===== src/rtl/deser_slip_pkg.sv =====
package deser_slip_pkg;

   // true when v is a power of two no smaller than 2
   function automatic bit width_ok(input int v);
      return (v >= 2) && ((v & (v - 1)) == 0);
   endfunction

   // counter width able to hold 0..v
   function automatic int run_w(input int v);
      return (v < 2) ? 1 : $clog2(v + 1);
   endfunction

endpackage


===== src/rtl/deser_shift.sv =====
module deser_shift #(
   parameter int WORD_W = 4
) (
   input  logic              clk,
   input  logic              rst_n,
   input  logic              bit_in,
   output logic [WORD_W-1:0] shift_next
);
   logic [WORD_W-1:0] shift_q;

   // earliest bit drifts toward the top as later bits enter at bit 0
   assign shift_next[0] = bit_in;
   for (genvar g = 1; g < WORD_W; g++) begin : g_stage
      assign shift_next[g] = shift_q[g-1];
   end

   always_ff @(posedge clk or negedge rst_n) begin
      if (!rst_n) shift_q <= '0;
      else        shift_q <= shift_next;
   end
endmodule


===== src/rtl/deser_sync_qual.sv =====
module deser_sync_qual
   import deser_slip_pkg::*;
#(
   parameter int MIN_HIGH = 2
) (
   input  logic clk,
   input  logic rst_n,
   input  logic req_in,
   output logic req_pulse
);
   localparam int RW = run_w(MIN_HIGH);
   localparam logic [RW-1:0] LAST = RW'(MIN_HIGH - 1);
   localparam logic [RW-1:0] SAT  = RW'(MIN_HIGH);

   logic [RW-1:0] run_q;

   // run length saturates, so one high stretch yields one pulse
   always_ff @(posedge clk or negedge rst_n) begin
      if (!rst_n) begin
         run_q     <= '0;
         req_pulse <= 1'b0;
      end else begin
         req_pulse <= req_in && (run_q == LAST);
         if (!req_in)          run_q <= '0;
         else if (run_q < SAT) run_q <= run_q + 1'b1;
      end
   end
endmodule


===== src/rtl/deser_divider.sv =====
module deser_divider #(
   parameter int WORD_W = 4
) (
   input  logic                      clk,
   input  logic                      rst_n,
   input  logic                      slip,
   output logic                      load,
   output logic                      hold,
   output logic                      div_clk,
   output logic [$clog2(WORD_W)-1:0] count
);
   localparam int CW = $clog2(WORD_W);
   localparam logic [CW-1:0] TERM = CW'(WORD_W - 1);
   localparam logic [CW-1:0] HALF = CW'(WORD_W / 2);

   logic [CW-1:0] cnt_q, cnt_d;
   logic          pend_q;
   logic          clk_q;

   // the stall is applied just after a load, so the new period's first bit is lost
   assign hold  = (pend_q || slip) && (cnt_q == '0);
   assign load  = (cnt_q == TERM);
   assign cnt_d = hold ? cnt_q : cnt_q + 1'b1;

   always_ff @(posedge clk or negedge rst_n) begin
      if (!rst_n) begin
         cnt_q  <= '0;
         pend_q <= 1'b0;
         clk_q  <= 1'b0;
      end else begin
         cnt_q  <= cnt_d;
         pend_q <= (pend_q || slip) && !hold;
         if (load)               clk_q <= 1'b1;
         else if (cnt_d == HALF) clk_q <= 1'b0;
      end
   end

   assign div_clk = clk_q;
   assign count   = cnt_q;
endmodule


===== src/rtl/deser_slip.sv =====
module deser_slip
   import deser_slip_pkg::*;
#(
   parameter int WORD_W   = 4,
   parameter int MIN_HIGH = 2
) (
   input  logic              ser_clk,
   input  logic              rst_n,
   input  logic              ser_bit,
   input  logic              align_req,
   output logic              word_clk,
   output logic [WORD_W-1:0] word_out
);
   localparam int CW = $clog2(WORD_W);

   if (!width_ok(WORD_W)) begin : g_bad_width
      $error("deser_slip: WORD_W must be a power of two >= 2");
   end
   if (MIN_HIGH < 1) begin : g_bad_min
      $error("deser_slip: MIN_HIGH must be at least 1");
   end

   logic [WORD_W-1:0] shift_w;
   logic              req_w;
   logic              load_w;
   logic              hold_w;
   logic [CW-1:0]     cnt_w;
   logic [WORD_W-1:0] word_q;

   deser_shift #(.WORD_W(WORD_W)) shift_i (
      .clk(ser_clk), .rst_n(rst_n), .bit_in(ser_bit), .shift_next(shift_w));

   deser_sync_qual #(.MIN_HIGH(MIN_HIGH)) qual_i (
      .clk(ser_clk), .rst_n(rst_n), .req_in(align_req), .req_pulse(req_w));

   deser_divider #(.WORD_W(WORD_W)) div_i (
      .clk(ser_clk), .rst_n(rst_n), .slip(req_w), .load(load_w),
      .hold(hold_w), .div_clk(word_clk), .count(cnt_w));

   always_ff @(posedge ser_clk or negedge rst_n) begin
      if (!rst_n)      word_q <= '0;
      else if (load_w) word_q <= shift_w;
   end

   assign word_out = word_q;
endmodule


===== config.mk =====
export PLATFORM = sky130hd
export DESIGN_NAME = deser_slip
export DESIGN_NICKNAME = d
export VERILOG_FILES = /design/src/rtl/deser_slip_pkg.sv /design/src/rtl/deser_shift.sv /design/src/rtl/deser_sync_qual.sv /design/src/rtl/deser_divider.sv /design/src/rtl/deser_slip.sv
export SDC_FILE = /design/constraint.sdc
export NUM_CORES = 1
export LEC_CHECK = 0
export BUFFER_PORTS_ARGS = -buffer_cell sky130_fd_sc_hd__buf_2
export CORE_AREA = 2 2 39 41
export CTS_CLUSTER_DIAMETER = 100
export DETAILED_ROUTE_END_ITERATION = 10
export DIE_AREA = 0 0 41 43
export PLACE_DENSITY_LB_ADDON = 0.05
export SYNTH_ARGS = -nofsm -noshare
export SYNTH_HDL_FRONTEND = slang
export SYNTH_SLANG_ARGS = --single-unit
export TNS_END_PERCENT = 1

===== constraint.sdc =====
create_clock -name ser_clk -period 1.7 [get_ports ser_clk]
set_input_delay 0 -clock ser_clk [delete_from_list [all_inputs] [get_ports ser_clk]]
set_output_delay 0 -clock ser_clk [all_outputs]
set_load 0.02 [all_outputs]

==> results of run 1 <==
## cells in the mapped netlist
cell type   n  area share
nor2_1      2       0.014
ha_1        3       0.072
mux2i_1     1       0.019
xnor2_1     2       0.034
inv_1       3       0.022
and2_1      2       0.024
mux2_1      1       0.022
dfrtp_1    14        0.67
o21ai_2     1       0.017
mux2_2      4       0.087
a21boi_0    1       0.014
## per-stage QoR
stage	hold slack (ns)	instances	worst slack, ns	power [W]	util
6_report	0.146	65	0.260	0.00119	0.467
5_1_grt	0.170	65	0.173	0.00128	0.467
4_1_cts	0.152	65	0.242	0.00121	0.467
3_5_place_dp	-0.0926	58	0.251	0.000973	0.419
3_3_place_gp	-0.105	58	0.315	0.000932	0.419
2_1_floorplan	-0.296	34	0.355	0.000837	-
## layer usage
layer | GRT usage | vias up | part of all wire
met3 | 0.0314 | 0 | 0.057
li1 | - | 140 | -
met2 | 0.178 | 6 | 0.52
met1 | 0.128 | 150 | 0.42
met5 | 0 | - | 0
met4 | 0.0800 | 0 | 0
## worst max-delay path by stage
stage | slack, ns | end | cells after the start
global route | 0.17 | div_i.div_clk | 5
floorplan | 0.36 | div_i.div_clk | 5
CTS | 0.24 | div_i.div_clk | 5
finish | 0.26 | div_i.div_clk | 5
detailed placement | 0.25 | div_i.div_clk | 5
global placement | 0.31 | div_i.div_clk | 5
## cells by family (layout without fill, tap and decap cells)
logic type      Yosys count  in the layout  share of synthesized area
buf+inv                   3             18                     0.0217
simple gates              4              4                     0.0386
flops                    14             14                      0.675
fa+ha+maj                 3              3                     0.0723
compound gates            2              2                     0.0313
mux                       6              6                      0.128
xor+xnor                  2              2                     0.0337
## power groups by stage
stage	Combinational (W)	Clock, W	Sequential (W)
after floorplan	0.000232	0	0.000605
after global placement	0.000399	0	0.000533
after detailed placement	0.000427	0	0.000547
after CTS	0.000435	0.000237	0.000540
after global routing	0.000470	0.000256	0.000552
final	0.000422	0.000229	0.000537
## layout make-up
cell class,count,share of cell area
multi-input combinational,17,0.244
sequential,14,0.543
clock buffer,4,0.0562
inverter,3,0.0174
timing repair buffer,11,0.109
tap,16,0.0310
## critical path, stage by stage, from the launching register on
cell     delay (ns)
dfrtp_1        0.38
inv_1          0.09
ha_1           0.23
o21ai_2        0.09
mux2i_1        0.22
mux2_1         0.33
## timing repair
action	in CTS	in global routing
buffers inserted	0	0
hold endpoints to repair	19	0
hold buffers	3	0
## state kept, by name, indices dropped and copies added (netlist names)
signal	cells
div_i.count	2
div_i.div_clk	1
div_i.pend_q	1
qual_i.req_pulse	1
qual_i.run_q	2
shift_i.shift_q	3
word_out	4
==> summary.txt, run 1 <==
Status
  • Status: complete, no violations

Setup path
  • Worst Path Arrival: roughly 1.6 ns
  • Crit path from: div_i.count[0]
  • Endpoint class of the critical path: register
  • WP data required: 1.86 ns
  • Worst r2r dst: div_i.div_clk
  • R2r startpoint: div_i.count[0]
  • Register-to-Register Path Depth: 5
  • Crit path max fanout: 3
  • CP Class: register to register
  • Critical Path Source Type: register
  • R2R Setup Slk: roughly 0.26 ns

Drt
  • DRC Markers: 0
  • DR iter-0 viols: 2
  • Final wirelength: roughly 730 um
  • Wire per inst: around 11 um
  • DRT antenna net count: 0
  • 1st-pass router iterations: 2
  • Post-DR vias/cell: roughly 4.6
  • Vias: between 200 and 300

Global route
  • Antenna violations before repair: 0
  • First-pass GRT wire length: around 1300 um
  • GR Overflow Total: 0
  • Gr usage total: 0.115
  • Vias in the first global route: 341
  • Largest net degree at the start of global routing: 15

Die
  • Initial Utilization: 0.375
  • Std-Cell Rows: 14
  • I/O pins: 9
  • Full die area: between 1500 and 2000 um^2
  • Die Height: between 40 and 50 um
  • Core area: between 1000 and 1500 um^2
  • Die W: approximately 41 um

Synthesis
  • Distinct cells, synth: 11
  • Syn Area/Cell: approximately 15 um^2
  • Sequential area share after synthesis: 0.675
  • Cell area after synthesis: between 500 and 600 um^2
  • Net Count, Synth: approximately 40
  • Warnings from Yosys: 0
  • Mapped Cells: 34
  • Synthesized flop and latch total: 14

Finish
  • Layout net count: 57
  • Layout area overhead: 24.3%
  • Finished Cell Area: around 650 um^2
  • N_diodes: 0
  • Fillers: between 100 and 150
  • Reg area: around 350 um^2
  • Area of the multi-input gates: ~160 um^2
  • Most frequent cells in the layout: dfrtp_1, buf_2, mux2_2
  • Commonest non-fill, non-tap cell in the layout: dfrtp_1
  • Layout cell share with drive strength beyond 1: 0.347

Timing
  • Worst clock skew: slightly below 0.004 ns
  • Final worst path period need: around 1.4 ns
  • Final hold violation count: 0
  • Setup-failing EPs final: 0
  • Tcrit/Tclk final: 0.847
  • TNS Setup: 0 ns
  • Max Freq: a little under 700 MHz
  • Relative max-transition margin: 0.794
  • Worst-Margin Slew: between 0.3 and 0.4 ns
  • Max Slew Vio Count: 0
  • RSZ-0062 raised after global routing: no

Power
  • Psw: between 0.0003 and 0.0004 W
  • Power Density: 1840 nW/um^2
  • Peak supply drop: ~0.85 mV
  • Seq pwr share: 0.452
  • Combinational power share: 0.355
  • Clock Power Share: 0.193
  • Cell Int Power: 0.000796 W
  • LEAKAGE: ~0.32 nW
  • Sw Ratio: 0.330

Clocking
  • Root Buffer: clkbuf_4
  • Clk_lat worst skew: ~0.27 ns
  • H-tree levels: 1
  • CTS buffer count: 3
  • Clock Sinks: 14
  • CTS max path bufs: 2
  • Clock-pin transition on the worst setup and hold timing paths: 0.08 ns
  • CTS tree: done
  • Post_cts resized: 0

Place
  • RePlAce Congestion: about 0.56
  • DP Area: ~580 um^2
  • IO Port Bufs: 8
  • DP HPWL: between 500 and 600 um

Flow run
  • Max-cap violations: 0

Min path
  • Min-Delay Path Class: input pin to asynchronous set/reset pin
Note: power is estimated with default switching activity, not from simulation.
==> run 2: changes to the inputs <==
--- a/config.mk
+++ b/config.mk
@@ -5,6 +5,7 @@
 export SDC_FILE = /design/constraint.sdc
 export NUM_CORES = 1
 export LEC_CHECK = 0
+export ABC_AREA = 1
 export BUFFER_PORTS_ARGS = -buffer_cell sky130_fd_sc_hd__buf_2
 export CORE_AREA = 2 2 39 41
 export CTS_CLUSTER_DIAMETER = 100
==> constraint.sdc (replaced) <==
create_clock -name ser_clk -period 1.5 [get_ports ser_clk]
set_input_delay 0 -clock ser_clk [delete_from_list [all_inputs] [get_ports ser_clk]]
set_output_delay 0 -clock ser_clk [all_outputs]
set_load 0.02 [all_outputs]
==> summary.txt, run 2 <==
Status
  • Status: complete, no violations (unchanged)

Setup path
  • Worst-path cell chain: inv_1 -> ha_1 -> o21ai_2 -> nand2_1 -> nand3_1 -> nand2_1 (was inv_1 -> ha_1 -> o21ai_2 -> mux2i_1 -> mux2_1)
  • Crit path from: div_i.count[0] (unchanged)
  • Crit-path slowest cell: dfrtp_1 (unchanged)
  • Max incr delay on CP: 0.40 ns (was 0.38 ns)
  • Endpoint class of the critical path: register (unchanged)
  • WP data required: 1.66 ns (was 1.86 ns)
  • CP Depth: 6 (was 5)
  • Crit path max fanout: 5 (was 3)
  • CP Class: register to register (unchanged)
  • Register-to-Register Path Depth: 6 (was 5)
  • Critical Path Source Type: register (unchanged)
  • CP dominant cell by count: nand2_1
  • CP bufs+invs: 1 (unchanged)
  • Crit path max-delay family: flip-flops (was multiplexers)
  • Worst Path Arrival: 1.35 ns (was 1.60 ns)
  • R2r startpoint: div_i.count[0] (unchanged)

Synthesis
  • Most common cell in the synthesized netlist: dfrtp_1 (unchanged)
  • Cell area after synthesis: 537 um^2 (was 519 um^2)
  • Distinct cells, synth: 11 (unchanged)
  • Warnings from Yosys: 0 (unchanged)
  • Net Count, Synth: 50 (was 41)
  • Most instantiated cells after synthesis: dfrtp_1, inv_1, nand2_1, nand3_1, mux2_1 (was dfrtp_1, mux2_2, ha_1, inv_1)
  • Leading area contributor after synthesis: dfrtp_1 (unchanged)
  • Synth Flop Type: dfrtp_1 (unchanged)
  • Synth area leaders: dfrtp_1, mux2_1, ha_1, nand3_1, inv_1 (was dfrtp_1, mux2_2, ha_1, xnor2_1, and2_1)
  • EDFF count, synth: 0 (unchanged)
  • Ys async rst share: 1.00 (unchanged)
  • Synthesized flop and latch total: 14 (unchanged)
  • Mapped Cells: 43 (was 34)
  • Sequential area share after synthesis: 0.653 (was 0.675)
  • Synth top area share: 0.653 (was 0.675)
  • Syn Area/Cell: 12.5 um^2 (was 15.3 um^2)

Die
  • Initial Utilization: 0.388 (was 0.375)
  • Die W: 41 um (unchanged)
  • Die Height: 43 um (unchanged)
  • Std-Cell Rows: 14 (unchanged)
  • Core area: 1380 um^2 (unchanged)
  • Full die area: 1760 um^2 (unchanged)
  • I/O pins: 9 (unchanged)

Finish
  • Commonest non-fill, non-tap cell in the layout: dfrtp_1 (unchanged)
  • Finished Cell Area: 649 um^2 (was 646 um^2)
  • Max reg flops: 4 (unchanged)
  • N_diodes: 0 (unchanged)
  • Layout area overhead: 21.0% (was 24.3%)
  • Layout cell share with drive strength beyond 1: 0.228 (was 0.347)
  • Area of the multi-input gates: 164 um^2 (was 158 um^2)
  • Layout net count: 66 (was 57)
  • Fillers: 133 (was 130)
  • Reg area: 350 um^2 (unchanged)
  • Most frequent cells in the layout: dfrtp_1, buf_2, inv_1 (was dfrtp_1, buf_2, mux2_2)

Drt
  • Final wirelength: 943 um (was 731 um)
  • Vias: 356 (was 296)
  • 1st-pass router iterations: 4 (was 2)
  • DRC Markers: 0 (unchanged)
  • Wire per inst: 12.9 um (was 11.2 um)
  • DR iter-0 viols: 2 (unchanged)
  • Post-DR vias/cell: 4.88 (was 4.55)
  • DRT antenna net count: 0 (unchanged)

Flow run
  • Max-cap violations: 0 (unchanged)

Timing
  • Final hold violation count: 0 (unchanged)
  • Setup-failing EPs final: 0 (unchanged)
  • Max Freq: 838 MHz (was 694 MHz)
  • Tcrit/Tclk final: 0.796 (was 0.847)
  • Worst clock skew: 0.000604 ns (was 0.00395 ns)
  • Final worst slack: 0.306 ns (was 0.260 ns)
  • Final worst path period need: 1.19 ns (was 1.44 ns)
  • Max Slew Vio Count: 0 (unchanged)
  • Relative max-transition margin: 0.794 (about the same)
  • RSZ-0062 raised after global routing: no (unchanged)
  • Worst-Margin Slew: 0.309 ns (was 0.308 ns)
  • TNS Setup: 0 ns (unchanged)

Place
  • DP Area: 597 um^2 (was 579 um^2)
  • Dpl ws: 0.319 ns (was 0.251 ns)
  • RePlAce Congestion: 0.576 (was 0.563)
  • DP HPWL: 709 um (was 577 um)
  • IO Port Bufs: 8 (unchanged)

Clocking
  • Root Buffer: clkbuf_4 (unchanged)
  • H-tree levels: 1 (unchanged)
  • CTS max path bufs: 2 (unchanged)
  • Clk_lat worst skew: 0.27 ns (about the same)
  • CTS tree: done (unchanged)
  • Clock Sinks: 14 (unchanged)
  • CTS buffer count: 3 (unchanged)
  • Clock-pin transition on the worst setup and hold timing paths: 0.07 ns (was 0.08 ns)

Global route
  • Antenna violations before repair: 0 (unchanged)
  • First-pass GRT wire length: 1780 um (was 1300 um)
  • GR Overflow Total: 0 (unchanged)
  • Gr usage total: 0.157 (was 0.115)
  • Vias in the first global route: 417 (was 341)
  • Largest net degree at the start of global routing: 15 (unchanged)

Power
  • Power Density: 1960 nW/um^2 (was 1840 nW/um^2)
  • Peak supply drop: 0.736 mV (was 0.853 mV)
  • LEAKAGE: 0.330 nW (was 0.319 nW)

Min path
  • Min-Delay Path Class: input pin to asynchronous set/reset pin (unchanged)
## run 2: cell types whose count changed after synthesis, sizes merged
cell	change
a21oi	+2
and2	-2
inv	+3
mux2	-1
mux2i	-1
nand2	+6
nand3	+5
nor2	-2
o21ai	+1
xnor2	-2
## run 2: final timing paths
kind | to | slack [ns]
worst max-delay path | div_i.div_clk | 0.31
worst min-delay path | div_i.count[1] | 0.15
worst max register to register | div_i.div_clk | 0.31
worst min register to register | shift_i.shift_q[1] | 0.39
max in group asynchronous | div_i.div_clk | 1.12
min in group ser_clk | shift_i.shift_q[1] | 0.39
## run 2: cell type report
| cell class | instances | share of cell area |
|---|---|---|
| inverter | 6 | 0.0347 |
| sequential | 14 | 0.539 |
| clock buffer | 3 | 0.0347 |
| timing repair buffer | 11 | 0.108 |
| multi-input combinational | 23 | 0.252 |
| tap | 16 | 0.0308 |
## run 2: cell families (layout without fill, tap and decap cells)
kind of cell | count (synthesis) | in the layout | synth area share
DFF | 14 | 14 | 0.653
and+or+nand+nor | 11 | 11 | 0.0932
buffers and inverters | 6 | 20 | 0.0420
AOI/OAI and AO/OA | 5 | 5 | 0.0583
muxes | 4 | 4 | 0.0839
adders and majority gates | 3 | 3 | 0.0699
## run 2: per-stage QoR
stage	power (W)	util	instances	hold slack [ns]
after global routing	0.00139	0.469	73	0.161
final	0.00127	0.469	73	0.153
after detailed placement	0.00108	0.431	67	-0.0923
after CTS	0.00129	0.469	73	0.159
after global placement	0.00103	0.431	67	-0.103
after floorplan	0.000920	-	43	-0.296
## run 2: what timing repair did
item	in CTS	in global routing
resized for setup	0	0
setup buffers	0	0
hold endpoints to repair	19	0
hold buffers	3	0
## run 2: power breakdown
part | total (W) | internal (W) | switching, W
Clock | 0.000196 | 0.0000928 | 0.000103
Sequential | 0.000594 | 0.000513 | 0.0000810
Combinational | 0.000484 | 0.000188 | 0.000295
## run 2: per-layer routing
layer / GRT usage / up-vias / wire (um)
met5: 0 / - / 0
met4: 0.100 / 0 / 0
met3: 0.0471 / 0 / 31
met2: 0.250 / 6 / 526
met1: 0.171 / 179 / 385
li1: - / 171 / -
